### src/rtl/spi_sclk_prescaler.sv
module spi_sclk_prescaler #(
  parameter int CFG_W   = 8,
  parameter int DIV_W   = 11,
  parameter int MIN_DIV = 4
) (
  input  logic             clk,
  input  logic             rst_n,
  input  logic             ext_fmt,
  input  logic [CFG_W-1:0] prescale_cfg,
  input  logic             xfer_active,
  output logic             half_tick
);

  localparam logic [DIV_W-1:0] MIN_D = DIV_W'(MIN_DIV);
  localparam logic [DIV_W-1:0] ONE   = DIV_W'(1);

  logic [3:0]       mant;
  logic [2:0]       expo;
  logic [DIV_W-1:0] leg_div, ext_div, raw_div, div;
  logic [DIV_W-1:0] half_lo, half_hi, half_len;
  logic [DIV_W-1:0] cnt;
  logic             phase;
  logic             tick_q;

  assign mant = prescale_cfg[3:0];
  assign expo = {prescale_cfg[7:6], prescale_cfg[4]};

  assign leg_div = prescale_cfg[4] ? DIV_W'({mant, 1'b0}) : '0;
  assign ext_div = DIV_W'(mant) << expo;
  assign raw_div = ext_fmt ? ext_div : leg_div;
  assign div     = (raw_div < MIN_D) ? MIN_D : raw_div;

  assign half_lo  = div >> 1;
  assign half_hi  = div - half_lo;
  assign half_len = phase ? half_hi : half_lo;

  always_ff @(posedge clk) begin
    if (!rst_n || !xfer_active) begin
      cnt    <= ONE;
      phase  <= 1'b0;
      tick_q <= 1'b0;
    end else if (cnt >= half_len) begin
      cnt    <= ONE;
      phase  <= ~phase;
      tick_q <= 1'b1;
    end else begin
      cnt    <= cnt + ONE;
      tick_q <= 1'b0;
    end
  end

  assign half_tick = tick_q;

endmodule

### config.mk
export PLATFORM = sky130hd
export DESIGN_NAME = spi_sclk_prescaler
export DESIGN_NICKNAME = d
export VERILOG_FILES = /design/src/rtl/spi_sclk_prescaler.sv
export SDC_FILE = /design/constraint.sdc
export NUM_CORES = 1
export LEC_CHECK = 0
export ABC_AREA = 1
export CORE_MARGIN = 2
export CORE_UTILIZATION = 30
export CTS_CLUSTER_DIAMETER = 50
export DETAILED_ROUTE_END_ITERATION = 10
export PLACE_DENSITY = 0.47
export SLEW_MARGIN = 20
export SYNTH_ARGS = -nofsm -noshare
export SYNTH_HDL_FRONTEND = slang
export SYNTH_SLANG_ARGS = --single-unit
### constraint.sdc
create_clock -name clk -period 8.1 [get_ports clk]
set_clock_uncertainty 0.1 [all_clocks]
set_input_delay 2.43 -clock clk [delete_from_list [all_inputs] [get_ports clk]]
set_output_delay 2.43 -clock clk [all_outputs]
set_load 0.005 [all_outputs]
# Word-level counts from Yosys, hierarchy flattened
# Index checks and enable logic that the tools add are counted.
# Widths: inputs -> output; s select.
# classes
add_sub_neg	2
order_cmp	2
shifts	1
muxes	5
n_bitwise	1
n_reduce_logical	4
# op_table
cell	count
$mux 11	3
$add 11x1->11 const B	1
$ge 11x11->1	1
$lt 11x3->1 const B	1
$shl 4x3->11	1
$sub 11x10->11	1
$mux 5	1
$logic_not 1->1	2
$reduce_or 2->1	1
$logic_or 1x1->1	1
$mux 1	1
$not 1->1	1
# totals
reg_bits	13
inputBits	12
output_inout_bits	1
elab_cells	18

# Depth between registers and ports, before layout
# Gate-level depths: netlist (run 1).
# logic_depth
word_depth	8
mapped_depth	30
ltp_nobuf	30

# Worst setup path after synthesis (run 1)
# OpenSTA, ideal clock, no wires.
# synth_path
path_type	input to register
start	input port prescale_cfg[4]
end	register cnt[10]
setup_time_ns	0.081
t_arrival_ns	5.916
required_time_ns	7.919
slack_ns	2.003
path_stages	28
path_buffers	0
cell_sequence	inv_2 nand2_1 nand2_1 nand2_1 nor2_1 inv_1 ha_1 inv_1 nor2_2 nand4_1 nand2_1 inv_1 ha_1 inv_1 fa_1 inv_1 o21bai_2 xor2_1 nand2_1 o21ai_1 ha_1 a21oi_1 o21ai_0 a221oi_1 nand2_1 nor2_1 clkinv_1 nor3b_1
# synth_between
elab_chain_len	8
word_cells_on_any_way	9
classes_between	1 x add/sub; 2 x order compare; 1 x shift; 4 x mux; 1 x reduce/logical
# synth_lines
element	line_no	text
start, declared	9	input logic [CFG_W-1:0] prescale_cfg,
$shl 4x3->11 or $mux 5 (tied branches)	29, 28	
$mux 11 (*)	30	assign raw_div = ext_fmt ? ext_div : leg_div;
$lt 11x3->1	31	assign div = (raw_div < MIN_D) ? MIN_D : raw_div;
$mux 11 (*)	31	
$sub 11x10->11	34	assign half_hi = div - half_lo;
$mux 11 (*)	35	assign half_len = phase ? half_hi : half_lo;
$ge 11x11->1 (*)	42	end else if (cnt >= half_len) begin
$reduce_or 2->1 (no source line) (*)	-	
end signal, assigned	47	cnt <= cnt + ONE;
end, declared	21	logic [DIV_W-1:0] cnt;
# Every way passes the cells marked *; elsewhere a longest branch is shown, timed or not.
# A chain may end at the register's enable or synchronous reset.

# Worst setup path in the final report (run 1)
# layout_path
start	input port prescale_cfg[4]
end	register cnt[4]
# The elaborated chain is that of the path after synthesis.

==> results of run 1 <==
-- how the worst max path moves through the flow --
stage                               start            endpoint  slack [ps]
final                     prescale_cfg[4]   cnt[4]$_SDFF_PP0_        1070
after global routing      prescale_cfg[4]   cnt[2]$_SDFF_PP0_         410
after CTS                 prescale_cfg[4]  cnt[10]$_SDFF_PP0_        1020
after detailed placement  prescale_cfg[4]  cnt[10]$_SDFF_PP0_         780
after global placement    prescale_cfg[4]  cnt[10]$_SDFF_PP0_         760
after floorplan           prescale_cfg[4]  cnt[10]$_SDFF_PP0_        2000
-- synthesized netlist by cell type (2+ instances only) --
master and count:
nor3b_1 3, dfxtp_1 13, nor3_1 2, o21ai_1 3, nor2_2 6, nand2_1 75, nand2_2 7, a21oi_1 13
o21ai_0 14, nor2_1 28, nand4_1 5, nand3_1 32, inv_2 5, xor2_1 6, inv_1 33, ha_1 19
nand3_2 5
-- state kept, by name, indices dropped and copies added (netlist names) --
| register | cells |
|---|---|
| cnt | 11 |
| half_tick | 1 |
| phase | 1 |
-- cell usage in the layout (no fill, tap or decap) --
cell | netlist | final
clkdlybuf4s50_1 | 0 | 11
a31oi_1 | 1 | 1
o21bai_2 | 1 | 1
nor2_4 | 1 | 1
xnor2_1 | 1 | 1
nor3b_1 | 3 | 3
buf_4 | 0 | 1
inv_2 | 5 | 5
nand3_1 | 32 | 32
nor3_1 | 2 | 2
a21oi_1 | 13 | 13
nand3_2 | 5 | 5
a221oi_1 | 1 | 1
a21o_1 | 1 | 1
a21oi_2 | 1 | 1
inv_1 | 33 | 33
nand4_1 | 5 | 5
nor2_1 | 28 | 28
o21bai_1 | 1 | 1
nand2_2 | 7 | 7
nor4_1 | 1 | 1
o21ai_0 | 14 | 14
fa_1 | 1 | 1
clkbuf_1 | 1 | 1
clkinv_1 | 1 | 1
a211oi_1 | 1 | 1
nand2_4 | 1 | 1
nand3b_1 | 1 | 1
nand2_1 | 75 | 75
nor2_2 | 6 | 6
clkbuf_8 | 1 | 3
xor2_1 | 6 | 6
dfxtp_1 | 13 | 13
o21ai_1 | 3 | 3
clkinv_2 | 1 | 1
ha_1 | 19 | 19
-- cells by family (layout without fill, tap and decap cells) --
family                   count (synthesis)  count (layout)
flip-flops                              13              13
XOR/XNOR                                 7               7
AO/OA/AOI/OAI                           37              37
buffers and inverters                   42              56
AND/OR/NAND/NOR                        167             167
adder cells (fa/ha/maj)                 20              20
-- per-stage QoR --
step / total power, W / cell area [sq um]
5_1_grt: 0.0003178 / 1969
4_1_cts: 0.0002905 / 1969
3_5_place_dp: 0.0002297 / 1924
6_report: 0.0002860 / 1969
2_1_floorplan: 0.0001929 / 1734
3_3_place_gp: 0.0002303 / 1924
-- metal layers --
metal / GRT usage [%] / vias to the layer above
met3: 2.376 / 2
met1: 22.63 / 751
met4: 1.525 / 0
met5: 0 / -
met2: 19.25 / 29
li1: - / 965
-- report_power, final --
part / internal [W] / total, W / switching [W]
registers: 0.0000683 / 0.0000743 / 0.00000595
logic: 0.0000585 / 0.000153 / 0.0000948
clock network: 0.0000347 / 0.0000584 / 0.0000237
total: 0.000162 / 0.000286 / 0.000124
-- cell type report --
| type | instances | area share [%] |
|---|---|---|
| inverter | 40 | 7.687 |
| tap | 72 | 4.574 |
| clock buffer | 4 | 2.287 |
| timing repair buffer | 12 | 5.972 |
| sequential | 13 | 13.21 |
| multi-input combinational | 231 | 66.26 |
==> summary.md, run 1 <==
| Metric | Value |
|---|---|
| Fin crit share | 86.74% |
| Chip Width | 80.03 um |
| Post-route DRC | 0 |
| GRT Residual Overflow | 0 |
| Main combinational cell family by area after synthesis | simple AND/OR/NAND/NOR gates |
| Initial DRC count | 146 |
| # IOs | 13 |
| Crit path max fanout | 9 |
| Antenna Nets Post-Route | 0 |
| Hold slack final | 323.5 ps |
| Synthesized area | 0.001734 sq mm |
| Total GRT Usage | 13.97% |
| Number of diodes | 0 |
| Slowest cell on the critical path | clkdlybuf4s50_1 |
| Htree depth | 1 |
| Routed length on met3 | 190 um |
| Reg2reg path depth | 11 |
| DR WL met2 | 1619 um |
| Async set-reset flop share out of synthesis | 0% |
| Final Hold Vio Count | 0 |
| Post-CTS setup buffer count | 0 |
| Sequential share of the synthesized area | 15.01% |
| DRT Wirelength | 4165 um |
| Crit path DAT | 7090 ps |
| Worst path bufs/invs | 8 |
| Hold path depth | 1 |
| Area occupied by multi-input gates | 0.001305 sq mm |
| Req. time, crit path | 8160 ps |
| Area leader, netlist | nand2_1 |
| Net Count, Synth | 318 |
| Wire length per cell | 11.20 um |
| Hold Crit Start | cnt[0]$_SDFF_PP1_ |
| Port Buf Inserts | 11 |
| Worst skew pair latency | 240 ps |
| Largest stage delay, worst path | 510 ps |
| Rel. slew slack | 71.80% |
| Met1 WL | 2342 um |
| Die extent in y | 80.03 um |
| Largest net degree at the start of global routing | 13 |
| Syn Inst Count | 286 |
| Initial antenna violation count | 0 |
| P per Cell Area | 145.2 mW/mm^2 |
| Synth Area in Simple Gates | 44.88% |
| CTS Buffer Depth | 2 |
| Worst Hold Class | flop to flop |
| Clock sink count | 13 |
| Commonest register cell after synthesis | dfxtp_1 |
| RSZ-0062 raised after global routing | false |
| TNS Setup | 0 ps |
| Worst reg2reg setup slack | 5160 ps |
| Highest metal used | met4 |
| Static Leakage | 0.9873 nW |
| Die ar. | 0.006405 sq mm |
| Worst Max-Slew Pin Slew | 422.4 ps |
| CP most frequent cell | nand2_1 |
| Synth area leaders | nand2_1, dfxtp_1, ha_1 |
| Area taken by flip-flops and latches | 260.3 sq um |
| Clk pin slew, worst setup/hold paths | 60 ps |
| Critical path class | primary input to flop |
| Vias in the first global route | 1539 |
| CTS tree | built |
| Gpl congestion | 0.8276 |
| RR Startpoint | phase$_SDFFE_PP0P_ |
| DP Worst Slack | 780.7 ps |
| Dpl cells | 368 |
| FMAX | 0.1423 GHz |
| Crit end category | flop |
| Post-CTS sizing | 0 |
| R2R Path End | cnt[4]$_SDFF_PP0_ |
| Share of cells above drive strength 1 | 10.67% |
| FILL cells | 629 |
| CP Depth | 29 |
| CTS Hold Bufs | 0 |
| Mean Syn Cell Area | 6.064 sq um |
| Post-layout util | 35.55% |
| Crit-path leading delay family | buffers and inverters |
| Hold EP | cnt[0]$_SDFF_PP1_ |
| Total of warnings raised by yosys | 0 |
| CTS Root Cell | clkbuf_8 |
| Post-Synth XOR/XNOR Area | 3.535% |
| Vias per cell | 4.696 |
| Worst setup margin | 1074 ps |
| Status | complete, no violations |
| Post-synth EDFFs | 0 |
| VDD IR max | 0.05992 mV |
| Layout overhead on the synthesized area | 13.56% |
| Non-Filler Instances | 372 |
| Row count | 27 |
| Flops & latches, synth | 13 |
| Count of final max-slew check failures | 0 |
| Post-layout min period | 7026 ps |
| Post-synthesis mux area share | 0% |
| Final nets | 333 |
| First-pass GRT wire length | 7203 um |
| Core footprint | 0.005540 sq mm |
| Post-synthesis compound-gate area fraction | 11.98% |
| Crit start category | primary input |
| Final setup fails | 0 |
| Distinct cells, synth | 34 |
| Vias | 1747 |
| Adder and majority cell fraction of the synthesized area | 14.86% |
| Num CTS Buffers | 3 |
| Starting Density | 31.30% |
| Synth top area share | 16.23% |
| Final HPWL DP | 3613 um |
| Pre-antenna DRT Iters | 4 |
| Max-capacitance violation count | 0 |
No activity file was read; power rests on OpenSTA's default activity.
==> inputs of run 2 (changes only) <==
- clock period: 8.1 -> 7.8 ns (I/O delays scaled with it)
==> run 2 against run 1 <==
Effect of this change: total power is 3.8% higher; final cell count is the same; global-route usage fell by 0.080 points; register-to-register slack lost 270 ps; critical path depth stayed put; count of clock-buffer cells in the layout did not move; sequential share of layout area unchanged; largest power group unchanged; worst hold slack improved by 0.90 ps; sequential cell count unchanged; design area stayed put; die area is the same; wire length up 0.84%; highest routed layer unchanged.
==> summary.md, run 2 (synthesis results as in run 1) <==
| Metric | Value |
|---|---|
| Status | complete, no violations |
| R2R Path End | cnt[4]$_SDFF_PP0_ |
| Power Total | 0.0002968 W (+3.8%) |
| Chip Width | 80.03 um (unchanged) |
| Row count | 27 (unchanged) |
| CTS Root Cell | clkbuf_8 |
| Crit path max fanout | 9 (unchanged) |
| Clk pin slew, worst setup/hold paths | 50 ps (about the same) |
| Clock sink count | 13 (unchanged) |
| P per Cell Area | 150.7 mW/mm^2 (+3.8%) |
| Post-route cell area | 0.001969 sq mm (unchanged) |
| Post-layout util | 35.55% (unchanged) |
| Rel. slew slack | 72.69% (+0.88 points) |
| Die ar. | 0.006405 sq mm (unchanged) |
| Final nets | 333 (unchanged) |
| Share of cells above drive strength 1 | 10.67% (unchanged) |
| Worst Hold Class | flop to flop |
| VDD IR max | 0.08313 mV (+39%) |
| Antenna Nets Post-Route | 0 (unchanged) |
| # IOs | 13 (unchanged) |
| Layout overhead on the synthesized area | 13.56% (unchanged) |
| GRT Residual Overflow | 0 (unchanged) |
| Starting Density | 31.30% (unchanged) |
| Final HPWL DP | 3641 um (+0.78%) |
| Max-capacitance violation count | 0 (unchanged) |
| TNS Setup | 0 ps (unchanged) |
| Reg2reg path depth | 11 (unchanged) |
| Count of final max-slew check failures | 0 (unchanged) |
| Non-Filler Instances | 372 (unchanged) |
| Total GRT Usage | 13.89% (-0.080 points) |
| Vias | 1762 (+0.86%) |
| Largest stage delay, worst path | 510 ps (about the same) |
| RSZ-0062 raised after global routing | false |
| CTS Buffer Depth | 2 (unchanged) |
| Dpl cells | 368 (unchanged) |
| Fin crit share | 89.35% |
| Crit start category | primary input |
| Final setup fails | 0 (unchanged) |
| Req. time, crit path | 7860 ps (-300 ps) |
| Critical path class | primary input to flop |
| Most common cell after layout, fill and taps aside | nand2_1 |
| Initial DRC count | 103 (-29%) |
| RR Startpoint | phase$_SDFFE_PP0P_ |
| Worst reg2reg setup slack | 4890 ps (-270 ps) |
| Crit path DAT | 7030 ps (-60 ps) |
| Critical path destination | cnt[4]$_SDFF_PP0_ |
| Slowest cell on the critical path | clkdlybuf4s50_1 |
| First-pass GRT wire length | 7127 um (-1.1%) |
| FMAX | 0.1435 GHz |
| Port Buf Inserts | 11 (unchanged) |
| Placed instance area | 0.001924 sq mm (unchanged) |
| Leading cell types in the layout, fill and taps excluded | nand2_1, inv_1, nand3_1, nor2_1, ha_1 |
| Wire length per cell | 11.29 um (+0.84%) |
| Initial antenna violation count | 0 (unchanged) |
| Core footprint | 0.005540 sq mm (unchanged) |
| Crit end category | flop |
| Number of diodes | 0 (unchanged) |
| Crit. Startpoint | prescale_cfg[4] |
| CTS Hold Bufs | 0 (unchanged) |
| Vias in the first global route | 1522 (-1.1%) |
| Worst Max-Slew Pin Slew | 409.2 ps (-13.22 ps) |
| Die extent in y | 80.03 um (unchanged) |
| Worst skew pair latency | 240 ps (about the same) |
| DRT Wirelength | 4200 um (+0.84%) |
| CTS tree | built |
| Largest net degree at the start of global routing | 13 (unchanged) |
| Largest register FFs | 11 (unchanged) |
| Post-CTS sizing | 0 (unchanged) |
| Vias per cell | 4.737 (+0.86%) |
| Post-layout min period | 6969 ps |
| CP most frequent cell | nand2_1 |
| Most flop-heavy register | cnt |
| Pre-antenna DRT Iters | 4 (unchanged) |
| Final Hold Vio Count | 0 (unchanged) |
| Num CTS Buffers | 3 (unchanged) |
| Gpl congestion | 0.8284 (about the same) |
| Htree depth | 1 (unchanged) |
| Post-route DRC | 0 (unchanged) |
| Static Leakage | 0.9873 nW (unchanged) |
| Post-CTS setup buffer count | 0 (unchanged) |
## run 2: cell counts in the layout (fill, tap and decap cells not counted)
No cell type changed its count.
## run 2: stage by stage
| step | hold WS, ps | setup WS (ps) |
|---|---|---|
| finish | 324.4 | 830.8 |
| global route | 343.4 | 172.1 |
| CTS | 326.9 | 794.5 |
| detailed placement | 311.7 | 546.2 |
| global placement | 309.7 | 556.3 |
| floorplan | 295.4 | 1793 |
## run 2: how the worst min path moves through the flow
stage / start / end / slack, ps / cells past startpoint
after CTS: cnt[0]$_SDFF_PP1_ / cnt[0]$_SDFF_PP1_ / 330 / 1
after global routing: cnt[0]$_SDFF_PP1_ / cnt[0]$_SDFF_PP1_ / 340 / 1
after detailed placement: cnt[0]$_SDFF_PP1_ / cnt[0]$_SDFF_PP1_ / 310 / 1
final: cnt[0]$_SDFF_PP1_ / cnt[0]$_SDFF_PP1_ / 320 / 1
after floorplan: cnt[0]$_SDFF_PP1_ / cnt[0]$_SDFF_PP1_ / 300 / 1
after global placement: cnt[0]$_SDFF_PP1_ / cnt[0]$_SDFF_PP1_ / 310 / 1
## run 2: routing by layer
metal / GRT usage, % / up-vias / routed length, um
met4: 1.017 / 0 / 13
met3: 2.715 / 2 / 145
met5: 0 / - / 0
met1: 22.45 / 769 / 2419
li1: - / 967 / -
met2: 19.17 / 24 / 1621
## run 2: critical path: cells and delay by family
family                   cells  cell delay (ps)
XOR/XNOR                     1              140
buffers and inverters        8             1380
adder cells (fa/ha/maj)      4             1130
AND/OR/NAND/NOR             11             1290
AO/OA/AOI/OAI                5              740
## run 2: cell type report
cell class                      count  area [sq um]
Fill cell                         638          3571
Multi-Input combinational cell    231          1305
Sequential cell                    13         260.3
Inverter                           40         151.4
Timing Repair Buffer               12         117.6
Tap cell                           72         90.09
Clock buffer                        4         45.04
## run 2: power breakdown
part | switching (W) | internal [W] | leakage, nW
registers | 0.00000620 | 0.0000710 | 0.105
clock network | 0.0000231 | 0.0000360 | 0.0228
logic | 0.0000994 | 0.0000611 | 0.859
